--- src/rtl/lane_mask_pkg.sv ---
package lane_mask_pkg;
  typedef enum logic [2:0] {
    OP_IF      = 3'd0,
    OP_ELSE    = 3'd1,
    OP_ENDCF   = 3'd2,
    OP_BREAK   = 3'd3,
    OP_IFBRK   = 3'd4,
    OP_LOOP    = 3'd5,
    OP_WRITE   = 3'd6,
    OP_ELSEBRK = 3'd7
  } op_e;

  typedef enum logic [2:0] {
    EX_KEEP, EX_AND, EX_ELSE, EX_OR, EX_ANDN, EX_LOAD
  } exec_sel_e;

  typedef enum logic [1:0] {
    TK_KEEP, TK_IF, TK_ELSE, TK_ACC
  } tok_sel_e;

  typedef struct packed {
    logic      upd;
    exec_sel_e execSel;
    tok_sel_e  tokSel;
    logic      accExec;
    logic      skipEn;
    logic      loopEn;
    logic      resFromTok;
  } strobe_t;
endpackage

--- src/rtl/lane_mask_decode.sv ---
module lane_mask_decode
  import lane_mask_pkg::*;
(
  input  logic       opValid,
  input  logic [2:0] opCode,
  output strobe_t    st
);
  op_e op;
  assign op = op_e'(opCode);

  always_comb begin
    st = '{upd: 1'b0, execSel: EX_KEEP, tokSel: TK_KEEP, accExec: 1'b0,
           skipEn: 1'b0, loopEn: 1'b0, resFromTok: 1'b0};
    if (opValid) begin
      st.upd = 1'b1;
      unique case (op)
        OP_IF:      begin st.execSel = EX_AND;  st.tokSel = TK_IF;   st.skipEn = 1'b1; end
        OP_ELSE:    begin st.execSel = EX_ELSE; st.tokSel = TK_ELSE; st.skipEn = 1'b1; end
        OP_ENDCF:   st.execSel = EX_OR;
        OP_BREAK:   begin st.tokSel = TK_ACC; st.accExec = 1'b1; st.resFromTok = 1'b1; end
        OP_IFBRK,
        OP_ELSEBRK: begin st.tokSel = TK_ACC; st.resFromTok = 1'b1; end
        OP_LOOP:    begin st.execSel = EX_ANDN; st.loopEn = 1'b1; end
        OP_WRITE:   st.execSel = EX_LOAD;
        default:    st.execSel = EX_KEEP;
      endcase
    end
  end
endmodule

--- src/rtl/lane_mask_datapath.sv ---
module lane_mask_datapath
  import lane_mask_pkg::*;
#(
  parameter int LANES = 64
) (
  input  logic             clk,
  input  logic             rstN,
  input  strobe_t          st,
  input  logic [LANES-1:0] opMask,
  input  logic [LANES-1:0] tokIn,
  input  logic             modExec,
  output logic [LANES-1:0] execQ,
  output logic [LANES-1:0] tokQ,
  output logic             skipQ,
  output logic             loopQ,
  output logic             sccQ
);
  localparam logic [LANES-1:0] ALL_ON = {LANES{1'b1}};

  logic [LANES-1:0] orExec, elseTok, accOp, nextExec, nextTok;

  always_comb begin
    orExec  = execQ | tokIn;
    elseTok = modExec ? (execQ & orExec) : execQ;
    accOp   = st.accExec ? execQ : opMask;
    unique case (st.execSel)
      EX_AND:  nextExec = execQ & opMask;
      EX_ELSE: nextExec = orExec ^ elseTok;
      EX_OR:   nextExec = orExec;
      EX_ANDN: nextExec = execQ & ~tokIn;
      EX_LOAD: nextExec = opMask;
      default: nextExec = execQ;
    endcase
    unique case (st.tokSel)
      TK_IF:   nextTok = nextExec ^ execQ;
      TK_ELSE: nextTok = elseTok;
      TK_ACC:  nextTok = tokIn | accOp;
      default: nextTok = tokQ;
    endcase
  end

  always_ff @(posedge clk or negedge rstN) begin
    if (!rstN) begin
      execQ <= ALL_ON;
      tokQ  <= '0;
      skipQ <= 1'b0;
      loopQ <= 1'b0;
      sccQ  <= 1'b0;
    end else if (st.upd) begin
      execQ <= nextExec;
      tokQ  <= nextTok;
      skipQ <= st.skipEn & (nextExec == '0);
      loopQ <= st.loopEn & (nextExec != '0);
      sccQ  <= st.resFromTok ? (nextTok != '0) : (nextExec != '0);
    end
  end

  // IF splits the old mask into kept lanes and token lanes
  a_r2_if_split: assert property (@(posedge clk) disable iff (!rstN)
    (st.upd && st.execSel == EX_AND) |=>
      ((execQ & tokQ) == '0) && ((execQ | tokQ) == $past(execQ)));

  // skip indication only with an empty mask
  a_r4_skip_empty: assert property (@(posedge clk) disable iff (!rstN)
    skipQ |-> (execQ == '0));

  // END_CF never removes a lane
  a_r6_endcf_grow: assert property (@(posedge clk) disable iff (!rstN)
    (st.upd && st.execSel == EX_OR) |=> (($past(execQ) & ~execQ) == '0));

  // loop-again only while lanes remain
  a_r9_loop_live: assert property (@(posedge clk) disable iff (!rstN)
    loopQ |-> (execQ != '0));

  // idle cycles leave state alone
  a_r12_idle_hold: assert property (@(posedge clk) disable iff (!rstN)
    !st.upd |=> ($stable(execQ) && $stable(tokQ) && $stable(sccQ)));
endmodule

--- src/rtl/lane_mask_ctrl.sv ---
module lane_mask_ctrl
  import lane_mask_pkg::*;
(
  input  logic        clk,
  input  logic        rstN,
  input  logic        opValid,
  input  logic [2:0]  opCode,
  input  logic [63:0] opMask,
  input  logic [63:0] tokIn,
  input  logic        modExec,
  output logic [63:0] execMask,
  output logic [63:0] tokOut,
  output logic        skipBody,
  output logic        loopBack,
  output logic        sccFlag
);
  strobe_t st;

  lane_mask_decode i_decode (
    .opValid (opValid),
    .opCode  (opCode),
    .st      (st)
  );

  lane_mask_datapath #(.LANES(64)) i_datapath (
    .clk     (clk),
    .rstN    (rstN),
    .st      (st),
    .opMask  (opMask),
    .tokIn   (tokIn),
    .modExec (modExec),
    .execQ   (execMask),
    .tokQ    (tokOut),
    .skipQ   (skipBody),
    .loopQ   (loopBack),
    .sccQ    (sccFlag)
  );
endmodule

--- config.mk ---
export PLATFORM = sky130hd
export DESIGN_NAME = lane_mask_ctrl
export DESIGN_NICKNAME = d
export VERILOG_FILES = /design/src/rtl/lane_mask_pkg.sv /design/src/rtl/lane_mask_decode.sv /design/src/rtl/lane_mask_datapath.sv /design/src/rtl/lane_mask_ctrl.sv
export SDC_FILE = /design/constraint.sdc
export NUM_CORES = 1
export LEC_CHECK = 0
export BUFFER_PORTS_ARGS = -buffer_cell sky130_fd_sc_hd__buf_4
export CAP_MARGIN = 20
export CELL_PAD_IN_SITES_DETAIL_PLACEMENT = 0
export CELL_PAD_IN_SITES_GLOBAL_PLACEMENT = 1
export CORE_ASPECT_RATIO = 1.5
export CORE_MARGIN = 2
export CORE_UTILIZATION = 35
export CTS_CLUSTER_SIZE = 30
export DETAILED_ROUTE_END_ITERATION = 10
export PLACE_DENSITY_LB_ADDON = 0.1
export SLEW_MARGIN = 15
export SYNTH_ARGS = -nofsm -noshare
export SYNTH_HDL_FRONTEND = slang
export SYNTH_SLANG_ARGS = --single-unit
--- constraint.sdc ---
create_clock -name clk -period 3 [get_ports clk]
set_input_delay 0.3 -clock clk [delete_from_list [all_inputs] [get_ports clk]]
set_output_delay 0.3 -clock clk [all_outputs]
set_load 0.01 [all_outputs]
# == Word-level counts from Yosys, hierarchy flattened ==
# Cells that the tools add are included.
# classes
n_addsub,0
n_mul,0
div_mod_pow,0
magnitude_cmp,0
eq_ne,15
n_shift,0
muxes,12
bitwise_logic,10
n_reduce_logical,6
# op_table
op,count
$pmux 64 s5,1
$and 64x64->64,3
$pmux 64 s3,1
$mux 64,2
$or 64x64->64,2
$reduce_bool 64->1,2
$xor 64x64->64,2
$logic_not 64->1,1
$not 64->64,1
$eq 3x3->1 const B,6
$pmux 3 s5,1
$eq 3x2->1 const B,4
$mux 10,1
$eq 3x1->1 const B,2
$pmux 2 s3,1
$mux 1,5
$eq 2x2->1 const B,2
$logic_not 3->1,1
$reduce_or 3->1,1
$and 1x1->1,2
$eq 2x1->1 const B,1
$reduce_or 2->1,1
# totals
regBits,131
latchBits,0
ram_bits,0
rom_bits,0
inputBits,135
out_inout_bits,131
word_cells,48
n_memories,0

# == Depth between registers and ports, before layout ==
# Gate-level depths: netlist of run 1.
# depth
depth_word,10
mapped_depth,19
depth_no_buf,12

# == Modules after synthesis ==
# A second synthesis of run 1 with hierarchy kept.
# hier_totals
hier_cells,1845
area_unflattened_um2,14037.2
# by_module_without_submodules
module,instances,cells_each,area_per_inst_um2,seq_area_each_um2
lane_mask_datapath,1,1827,13937.1,3358.2
lane_mask_decode,1,18,100.1,0.0

# == Least setup slack after synthesis of run 1 ==
# No wires, ideal clock.
# synth_path
path_kind,input -> register
from,input port opCode[0]
to,register i_datapath.skipQ
setup_time_ns,0.103
arrival_ns,3.402
required_time_ns,2.897
setup_slack_ns,-0.505
cell_stages,14
n_path_buf,2
cell_sequence,inv_1 -> ha_1 -> buf_2 -> nor2_2 -> or3_1 -> buf_2 -> nand3_4 -> o211ai_1 -> a21o_1 -> nor3_2 -> or4b_1 -> or4_1 -> or4_4 -> o41ai_2
# synth_via
elab_chain_cells,7
elab_cells_between_ends,17
cone_classes,eq/ne (9); mux (4); bitwise (1); reduce/logical (3)
# synth_lines
element,line_no,rtl
"start, declared",lane_mask_ctrl.sv:7,"input logic [2:0] opCode,"
$eq 3x3->1 (tied with other cells),lane_mask_decode.sv:16,unique case (op)
$pmux 3 s5,lane_mask_decode.sv:16,
$mux 10 (*),lane_mask_decode.sv:14,if (opValid) begin
$eq 3x3->1 (tied with other cells),lane_mask_datapath.sv:26,unique case (st.execSel)
$pmux 64 s5,lane_mask_datapath.sv:26,
$logic_not 64->1,lane_mask_datapath.sv:52,skipQ <= st.skipEn & (nextExec == '0);
$and 1x1->1 (*),lane_mask_datapath.sv:52,
"end signal, assigned",lane_mask_datapath.sv:52,
"end, declared",lane_mask_datapath.sv:14,"output logic skipQ,"
# Mark *: on every way between the ends. The rest lies on a longest branch, timed or not.
# A chain may end at the register's enable or synchronous reset.

# == Worst setup path after layout of run 1 ==
# Ends and elaborated chain as after synthesis.

==> impl_metrics.json, run 1 <==
{
  "status": "finished with violations",
  "failed_checks": "negative setup slack",
  "antenna_found_initial": 0,
  "clk_latency_ps": 430,
  "fp-row-count": 74,
  "htreeDepth": 4,
  "path_max_fanout": 6,
  "rsz0062_at_grt": "true",
  "critPathMaxStageDelay_ps": 470,
  "synth_edf_count": 0,
  "slew_violations": 0,
  "cts.sinks": 131,
  "coreArea_mm2": 0.02731,
  "tightest_slew_ps": 1025,
  "clockRootBuffer": "clkbuf_16",
  "drt_pre_antenna_iters": 6,
  "antenna_cells": 0,
  "synthTopCellsByArea": "dfstp_2 17%, dfrtp_1 17%, a21oi_1 7.3%, a31oi_1 4.2%, nor2_1 4.0%",
  "avgSynthCellArea_um2": 8.096,
  "vias": 12795,
  "relSlewSlack": 0.3108,
  "tritoncts": "yes",
  "wire_per_inst_um": 26.48,
  "hpwl_um": 41560,
  "cts_buffers": 17,
  "synthFlopType": "dfrtp_1",
  "cpMaxStageDelayCell": "or4_4",
  "path_class": "input port to flop",
  "fmax_mhz": 297.8,
  "p_leak_nw": 6.524,
  "synth.cell_area_mm2": 0.009756,
  "drive_above_1_share": 0.4360,
  "layout.nets": 1822,
  "yosysWarnings": 0,
  "drt_iter0_markers": 1123,
  "setup_ws_ps": -358.1,
  "async_reset_ff_frac": 1.000,
  "viasPerCell": 6.281,
  "yosysTopAreaCellShare": 0.1724,
  "synthTopCellsByCount": "143 x a21oi_1, 103 x nor2_1, 100 x nand2_1",
  "grt_overflow": 0,
  "grt_usage": 0.3625,
  "max-vdd-ir-drop_v": 0.0004236,
  "skew_ps": 7.849,
  "fin_crit_ps": 3358,
  "critical_path.top_delay_family": "simple AND/OR/NAND/NOR gates",
  "clkSlewWorstSetupHoldPaths_ps": 60,
  "grt_max_degree": 75,
  "worstSetupEndpointType": "flop",
  "grt_pass1_wl_um": 80340,
  "io_buffers": 264,
  "drv_cap": 0,
  "syn-num-nets": 1345,
  "finalSetupViolCount": 3,
  "die-width_um": 140.3,
  "yosysSeqAreaShare": 0.3442,
  "cpMostUsedCell": "or4_4",
  "crit_buf_inv": 2,
  "pwr_density_cell_mw_per_mm2": 608.2,
  "cp.arrival_ps": 3690,
  "start_util": 0.3572,
  "grt_pass1_vias": 12923,
  "syn2layout_area_growth_pct": 55.09,
  "path_cells": "buf_12, inv_8, ha_4, nor2_4, or3_4, nand3_4, o211ai_1, a21o_1, nor3_4, or4b_1, or4_4, or4_4, o41ai_4",
  "setup_tns_ps": -976.1,
  "cp-start-kind": "input port",
  "cp.required_ps": 3330,
  "fillers": 2637,
  "drc": 0,
  "gp_congestion": 0.9375,
  "clock_path_buffers": 2,
  "ant_nets": 0,
  "io_pins": 266,
  "yosysMostFrequentCell": "a21oi_1",
  "placed_area_mm2": 0.01420,
  "ys_ff_latch": 131,
  "final_area_mm2": 0.01513,
  "yosys.area.top_type": "dfstp_2",
  "synthCells": 1205,
  "ys_types": 80,
  "fin_crit_sh": 1.119,
  "dieArea_mm2": 0.02925,
  "fp.dieH_um": 208.5,
  "hold_viol_final": 0,
  "wirelength_um": 53940,
  "hold_path_class": "input port to flop",
  "timing.hold.ws_ps": 147.0
}
==> sequential cells by signal, summed over array words and instances (netlist names) <==
| signal | count |
|---|---|
| i_datapath.skipQ | 1 |
| i_datapath.execQ | 64 |
| i_datapath.sccQ | 1 |
| i_datapath.tokQ | 64 |
| i_datapath.loopQ | 1 |
==> worst paths after layout <==
kind	start	endpoint	slack (ps)	cells after the start
worst min-delay path	opMask[13]	i_datapath.execQ[13]	150	2
max in group asynchronous	rstN	i_datapath.execQ[61]	1540	3
min in group asynchronous	rstN	i_datapath.tokQ[48]	470	2
worst max-delay path	opCode[0]	i_datapath.skipQ	-360	13
worst min register to register	i_datapath.tokQ[31]	i_datapath.tokQ[31]	500	2
worst max register to register	i_datapath.execQ[18]	i_datapath.skipQ	-290	10
==> where the power goes <==
part | total (mW) | switching [mW] | internal [mW] | leakage, nW
Combinational | 4.05 | 2.11 | 1.94 | 4.76
Sequential | 2.92 | 0.516 | 2.40 | 1.47
Clock | 2.23 | 0.867 | 1.37 | 0.296
Total | 9.20 | 3.49 | 5.71 | 6.52
==> layout by cell type (no fill, tap or decap), types with 23 or more instances in the layout <==
cell,count
a31oi_1,65
inv_1,26
nor3_1,34
o21ai_0,71
dfrtp_1,67
nand2_1,99
a221oi_1,23
a21oi_1,143
buf_4,541
o211ai_1,32
a211oi_1,23
nor2_1,101
dfstp_2,64
==> through the flow <==
step / util / std cells / power, mW / worst slack [ps]
2_1_floorplan: - / 1205 / 4.421 / -332.2
3_3_place_gp: 0.5199 / 1990 / 6.856 / -1001
3_5_place_dp: 0.5199 / 1990 / 6.862 / -975.7
4_1_cts: 0.5509 / 2037 / 9.164 / -354.3
5_1_grt: 0.5539 / 2037 / 9.601 / -425.4
6_report: 0.5539 / 2037 / 9.202 / -358.1
==> routing by layer <==
metal | track usage | vias to the layer above | routed length [um]
met5 | 0 | - | 0
met3 | 0.06237 | 183 | 3707
met4 | 0.2205 | 0 | 3689
li1 | - | 5666 | -
met2 | 0.6212 | 700 | 26490
met1 | 0.4195 | 6246 | 20060
==> worst register-to-register path, cell delays in order (launching register included) <==
cell and delay [ps]:
dfstp_2 540, nand2b_1 110, nor4_1 50, buf_4 130, a211oi_2 170, a21bo_2 280
nor3_4 210, or4b_1 460, or4_4 450, or4_4 480, o41ai_4 290
==> what timing repair did <==
action	4_1_cts	5_1_grt
resized for setup	27	16
hold endpoints to repair	33	0
cloned	1	0
buffers inserted	14	0
setup endpoints to repair	4	4
hold buffers	1	0
pin swaps	6	5
==> cell type report <==
class                           instances  area, um^2  share of cell area
Inverter                               29       128.9            0.008518
Timing Repair Buffer                  562        4432              0.2929
Tap cell                              342       427.9             0.02828
Clock inverter                         10       130.1            0.008601
Clock buffer                           22       474.2             0.03134
Sequential cell                       131        3358              0.2220
Multi-Input combinational cell        941        6178              0.4084
==> logic make-up (layout without fill, tap and decap cells) <==
kind of cell             count (synthesis)  after routing  share of synthesized area
AO/OA/AOI/OAI                          543            543                     0.3775
AND/OR/NAND/NOR                        363            364                     0.1816
buffers and inverters                  134            623                    0.05900
flip-flops                             131            131                     0.3442
multiplexers                            29             29                    0.03129
adder cells (fa/ha/maj)                  5              5                   0.006413
Note: power is estimated with default switching activity, not from simulation.
==> run 2: changes to the inputs <==
--- a/config.mk
+++ b/config.mk
@@ -9,7 +9,7 @@
 export CAP_MARGIN = 20
 export CELL_PAD_IN_SITES_DETAIL_PLACEMENT = 0
 export CELL_PAD_IN_SITES_GLOBAL_PLACEMENT = 1
-export CORE_ASPECT_RATIO = 1.5
+export CORE_ASPECT_RATIO = 1.75
 export CORE_MARGIN = 2
 export CORE_UTILIZATION = 35
 export CTS_CLUSTER_SIZE = 30
==> impl_metrics.json, run 2 (synthesis results as in run 1) <==
{
  "drt_pre_antenna_iters": 5,
  "drive_above_1_share": 0.4526,
  "worstSetupEndpointType": "flop",
  "cts_buffers": 17,
  "top_regs": "i_datapath.execQ x64, i_datapath.tokQ x64",
  "p_leak_nw": 6.691,
  "cp.required_ps": 3340,
  "relSlewSlack": 0.1779,
  "die-width_um": 130.2,
  "setup_ws_ps": -364.3,
  "grt_overflow": 0,
  "coreArea_mm2": 0.02733,
  "path_class": "input port to flop",
  "clk_latency_ps": 460,
  "combPwrFrac": 0.458,
  "p_seq_frac": 0.317,
  "switching_share": 0.3857,
  "hold_path_class": "input port to flop",
  "slew_violations": 0,
  "path_cells": "buf_8, buf_12, ha_4, o2111a_2, buf_6, and3_4, a211oi_4, a21bo_4, nor3_4, or4b_1, or4_4, or4_4, o41ai_2",
  "status": "finished with violations",
  "cts.sinks": 131,
  "fp-row-count": 80,
  "pwr_density_cell_mw_per_mm2": 589.7,
  "wirelength_um": 55440,
  "htreeDepth": 4,
  "grt_pass1_vias": 12954,
  "grt_max_degree": 64,
  "p_clk_frac": 0.225,
  "clockRootBuffer": "clkbuf_16",
  "clock_path_buffers": 2,
  "fillers": 2613,
  "intPower_mw": 5.658,
  "max-vdd-ir-drop_v": 0.0004279,
  "grt_usage": 0.3751,
  "cp-start-kind": "input port",
  "finalSetupViolCount": 3,
  "viasPerCell": 6.208,
  "drv_cap": 0,
  "wire_per_inst_um": 26.41,
  "gp_congestion": 0.9800,
  "vias": 13030,
  "io_buffers": 264,
  "syn2layout_area_growth_pct": 60.11,
  "skew_ps": 12.35,
  "crit_buf_inv": 3,
  "power_mw": 9.210,
  "clkSlewWorstSetupHoldPaths_ps": 60,
  "fmax_mhz": 297.2,
  "cpMostUsedCell": "or4_4",
  "layout.nets": 1857,
  "seq_area_mm2": 0.003358,
  "rsz0062_at_grt": "true",
  "failed_checks": "negative setup slack",
  "cp.arrival_ps": 3710,
  "path_max_fanout": 6,
  "antenna_found_initial": 2,
  "final_common_cell": "buf_4",
  "tightest_slew_ps": 1223,
  "p_sw_mw": 3.552,
  "hpwl_um": 42940,
  "multi_input_area_mm2": 0.006274,
  "dieArea_mm2": 0.02928,
  "final_util": 0.5716,
  "critPathMaxStageDelay_ps": 470,
  "antenna_cells": 0,
  "start_util": 0.3570,
  "drt_iter0_markers": 1256,
  "cpMaxStageDelayCell": "or4_4",
  "fin_crit_ps": 3364,
  "fp.dieH_um": 224.9,
  "critical_path.top_delay_family": "simple AND/OR/NAND/NOR gates",
  "ant_nets": 0,
  "grt_pass1_wl_um": 80500,
  "drc": 0,
  "fin_crit_sh": 1.121,
  "pre_cts_slack_ps": -1298,
  "hold_viol_final": 0,
  "io_pins": 266,
  "final_cell_mix": "560 x buf_4, 141 x a21oi_1, 100 x nor2_1",
  "tritoncts": "yes"
}
-- run 2: repair_timing --
action / CTS / global route
pin swaps: 13 / 5
hold buffers: 1 / 0
gates resized for setup: 50 / 14
endpoints found under the hold margin: 33 / 0
setup buffers: 25 / 7
endpoints found under the setup margin: 3 / 4
cloned: 0 / 0
-- run 2: power groups by stage --
stage	combinational [mW]	clock [mW]	sequential, mW
4_1_cts	4.15	2.10	2.91
3_5_place_dp	4.01	0	2.94
2_1_floorplan	1.40	0	3.02
5_1_grt	4.47	2.17	2.98
6_report	4.21	2.08	2.92
3_3_place_gp	4.00	0	2.94
-- run 2: metrics by stage --
stage / TNS (ps) / instances / hold WS [ps] / area, um^2
6_report: -985.0 / 2099 / 119.7 / 15620
5_1_grt: -1189 / 2099 / 129.7 / 15620
4_1_cts: -904.8 / 2092 / 108.5 / 15500
3_5_place_dp: -4949 / 2034 / 353.1 / 14460
3_3_place_gp: -4676 / 2034 / 342.2 / 14460
2_1_floorplan: -883.6 / 1205 / 4.409 / 9966
-- run 2: path summary, 6_finish.rpt --
kind | cells after the start | endpoint | startpoint | slack, ps
worst max-delay path | 13 | i_datapath.skipQ | opCode[0] | -360
worst min-delay path | 2 | i_datapath.execQ[22] | opMask[22] | 120
worst max register to register | 9 | i_datapath.skipQ | i_datapath.execQ[18] | -360
worst min register to register | 2 | i_datapath.tokQ[56] | i_datapath.tokQ[56] | 540
max in group asynchronous | 3 | i_datapath.execQ[17] | rstN | 1700
min in group asynchronous | 2 | i_datapath.tokQ[34] | rstN | 430
-- run 2: per-layer routing --
metal / track usage / part of all wire / vias to the layer above
li1: - / - / 5726
met2: 0.6354 / 0.50 / 756
met3: 0.05994 / 0.071 / 189
met5: 0 / 0 / -
met4: 0.2480 / 0.076 / 0
met1: 0.4291 / 0.36 / 6359
-- run 2: area by class of cell --
cell class,instances,share of cell area
clock buffers,22,0.03036
well taps,369,0.02956
inverters,29,0.008090
clock inverters,10,0.005287
flip-flops and latches,131,0.2150
multi-input cells,940,0.4016
repair buffers,598,0.3101
-- run 2: worst reg2reg max path, cell delays in order, from the launching register on --
cell      delay (ps)
dfstp_2          570
nand2b_1         170
nor4_4            60
a211oi_4         270
a21bo_4          280
nor3_4           220
or4b_1           450
or4_4            460
or4_4            470
o41ai_2          300
==> run 3: changes to the inputs <==
--- a/config.mk
+++ b/config.mk
@@ -11,7 +11,8 @@
 export CELL_PAD_IN_SITES_GLOBAL_PLACEMENT = 1
 export CORE_ASPECT_RATIO = 1.75
 export CORE_MARGIN = 2
-export CORE_UTILIZATION = 35
+export CORE_UTILIZATION = 36
+export CTS_BUF_LIST = sky130_fd_sc_hd__clkbuf_8
 export CTS_CLUSTER_SIZE = 30
 export DETAILED_ROUTE_END_ITERATION = 10
 export PLACE_DENSITY_LB_ADDON = 0.1
==> impl_metrics.json, run 3 (synthesis results as in run 1) <==
{
  "status": "finished with violations",
  "failed_checks": "negative setup slack",
  "timing.hold.ws_ps": 70.05,
  "drv_cap": 0,
  "cpMaxStageDelayCell": "or4_4",
  "clkSlewWorstSetupHoldPaths_ps": 90,
  "cts.sinks": 131,
  "final_area_mm2": 0.01541,
  "drt_iter0_markers": 1155,
  "die-width_um": 128.4,
  "antenna_found_initial": 2,
  "fillers": 2495,
  "drive_above_1_share": 0.4535,
  "pre_cts_slack_ps": -1426,
  "hpwl_um": 42170,
  "clock_path_buffers": 2,
  "grt_max_degree": 58,
  "cp-start-kind": "input port",
  "pwr_density_cell_mw_per_mm2": 588.5,
  "max-vdd-ir-drop_v": 0.0004168,
  "grt_pass1_vias": 12923,
  "power_mw": 9.072,
  "critPathMaxStageDelay_ps": 480,
  "syn2layout_area_growth_pct": 58.01,
  "path_max_fanout": 5,
  "drt_pre_antenna_iters": 6,
  "wirelength_um": 54270,
  "fmax_mhz": 292.7,
  "worst-r2r-setup-slack_ps": -350,
  "final_cell_mix": "549 x buf_4, 139 x a21oi_1, 102 x nor2_1",
  "clockRootBuffer": "clkbuf_8",
  "cpMostUsedCell": "buf_6",
  "htreeDepth": 4,
  "ant_nets": 0,
  "fin_crit_ps": 3417,
  "rsz0062_at_grt": "true",
  "finalSetupViolCount": 3,
  "top_regs": "i_datapath.execQ x64, i_datapath.tokQ x64",
  "start_util": 0.3669,
  "hold_viol_final": 0,
  "drc": 0,
  "tritoncts": "yes",
  "hold_path_class": "input port to flop",
  "crit_buf_inv": 4,
  "final_common_cell": "buf_4",
  "final_cells": 2046,
  "viasPerCell": 6.341,
  "setup_ws_ps": -416.5,
  "worstSetupEndpointType": "flop",
  "io_pins": 266,
  "cp.arrival_ps": 3820,
  "tightest_slew_ps": 1159,
  "io_buffers": 264,
  "skew_ps": 14.36,
  "cp.required_ps": 3410,
  "grt_overflow": 0,
  "dpl.cell_count": 2001,
  "gp_congestion": 0.9780,
  "p_leak_nw": 6.643,
  "cts_buffers": 17,
  "fp.dieH_um": 221.8,
  "path_class": "input port to flop",
  "critical_path.top_delay_family": "simple AND/OR/NAND/NOR gates",
  "fin_crit_sh": 1.139,
  "coreArea_mm2": 0.02659,
  "fp-row-count": 79,
  "grt_pass1_wl_um": 80360,
  "relSlewSlack": 0.2205,
  "dieArea_mm2": 0.02848,
  "wire_per_inst_um": 26.53,
  "placed_area_mm2": 0.01444,
  "vias": 12974,
  "path_cells": "buf_6, buf_6, ha_4, o2111a_2, buf_6, buf_6, and3_4, a211oi_4, a21bo_4, nor3_4, or4b_1, or4_4, or4_4, o41ai_2",
  "clk_latency_ps": 510,
  "slew_violations": 0,
  "grt_usage": 0.3798,
  "layout.nets": 1847
}
-- run 3: worst paths after layout --
kind	from	endpoint	cells after the start
max in group asynchronous	rstN	i_datapath.execQ[19]	3
worst min-delay path	opMask[22]	i_datapath.execQ[22]	2
worst max-delay path	opCode[0]	i_datapath.skipQ	14
worst max register to register	i_datapath.execQ[18]	i_datapath.skipQ	9
worst min register to register	i_datapath.tokQ[51]	i_datapath.tokQ[51]	2
min in group asynchronous	rstN	i_datapath.tokQ[56]	2
-- run 3: metal layers --
| metal | track usage | share of wire | vias up |
|---|---|---|---|
| met5 | 0 | 0.00024 | - |
| met4 | 0.2524 | 0.071 | 2 |
| met3 | 0.06757 | 0.074 | 168 |
| met2 | 0.6347 | 0.50 | 766 |
| met1 | 0.4377 | 0.36 | 6326 |
| li1 | - | - | 5712 |
-- run 3: cell type report --
type,instances,area (um^2),area share
multi-input cells,940,6304,0.4089
repair buffers,588,4727,0.3067
flip-flops and latches,131,3358,0.2179
well taps,324,405.4,0.02630
clock buffers,21,289.0,0.01875
clock inverters,11,205.2,0.01331
inverters,29,121.4,0.007873
diodes,2,5.005,0.0003247
-- run 3: power by group --
part / internal (mW) / switching [mW] / leakage [nW] / total (mW)
clock network: 1.15 / 0.809 / 0.254 / 1.96
logic: 2.04 / 2.14 / 4.92 / 4.18
registers: 2.40 / 0.531 / 1.47 / 2.93
-- run 3: what timing repair did --
action,CTS,global route
setup endpoints to repair,3,3
resized for setup,30,42
hold buffers,1,0
setup buffers,6,4
pin swaps,6,16
gates cloned,0,0
endpoints found under the hold margin,25,0
-- run 3: stage by stage --
stage	utilization	setup TNS [ps]
2_1_floorplan	-	-883.6
3_5_place_dp	0.5432	-4164
5_1_grt	0.5796	-1208
4_1_cts	0.5707	-935.3
6_report	0.5797	-1121
3_3_place_gp	0.5430	-4210
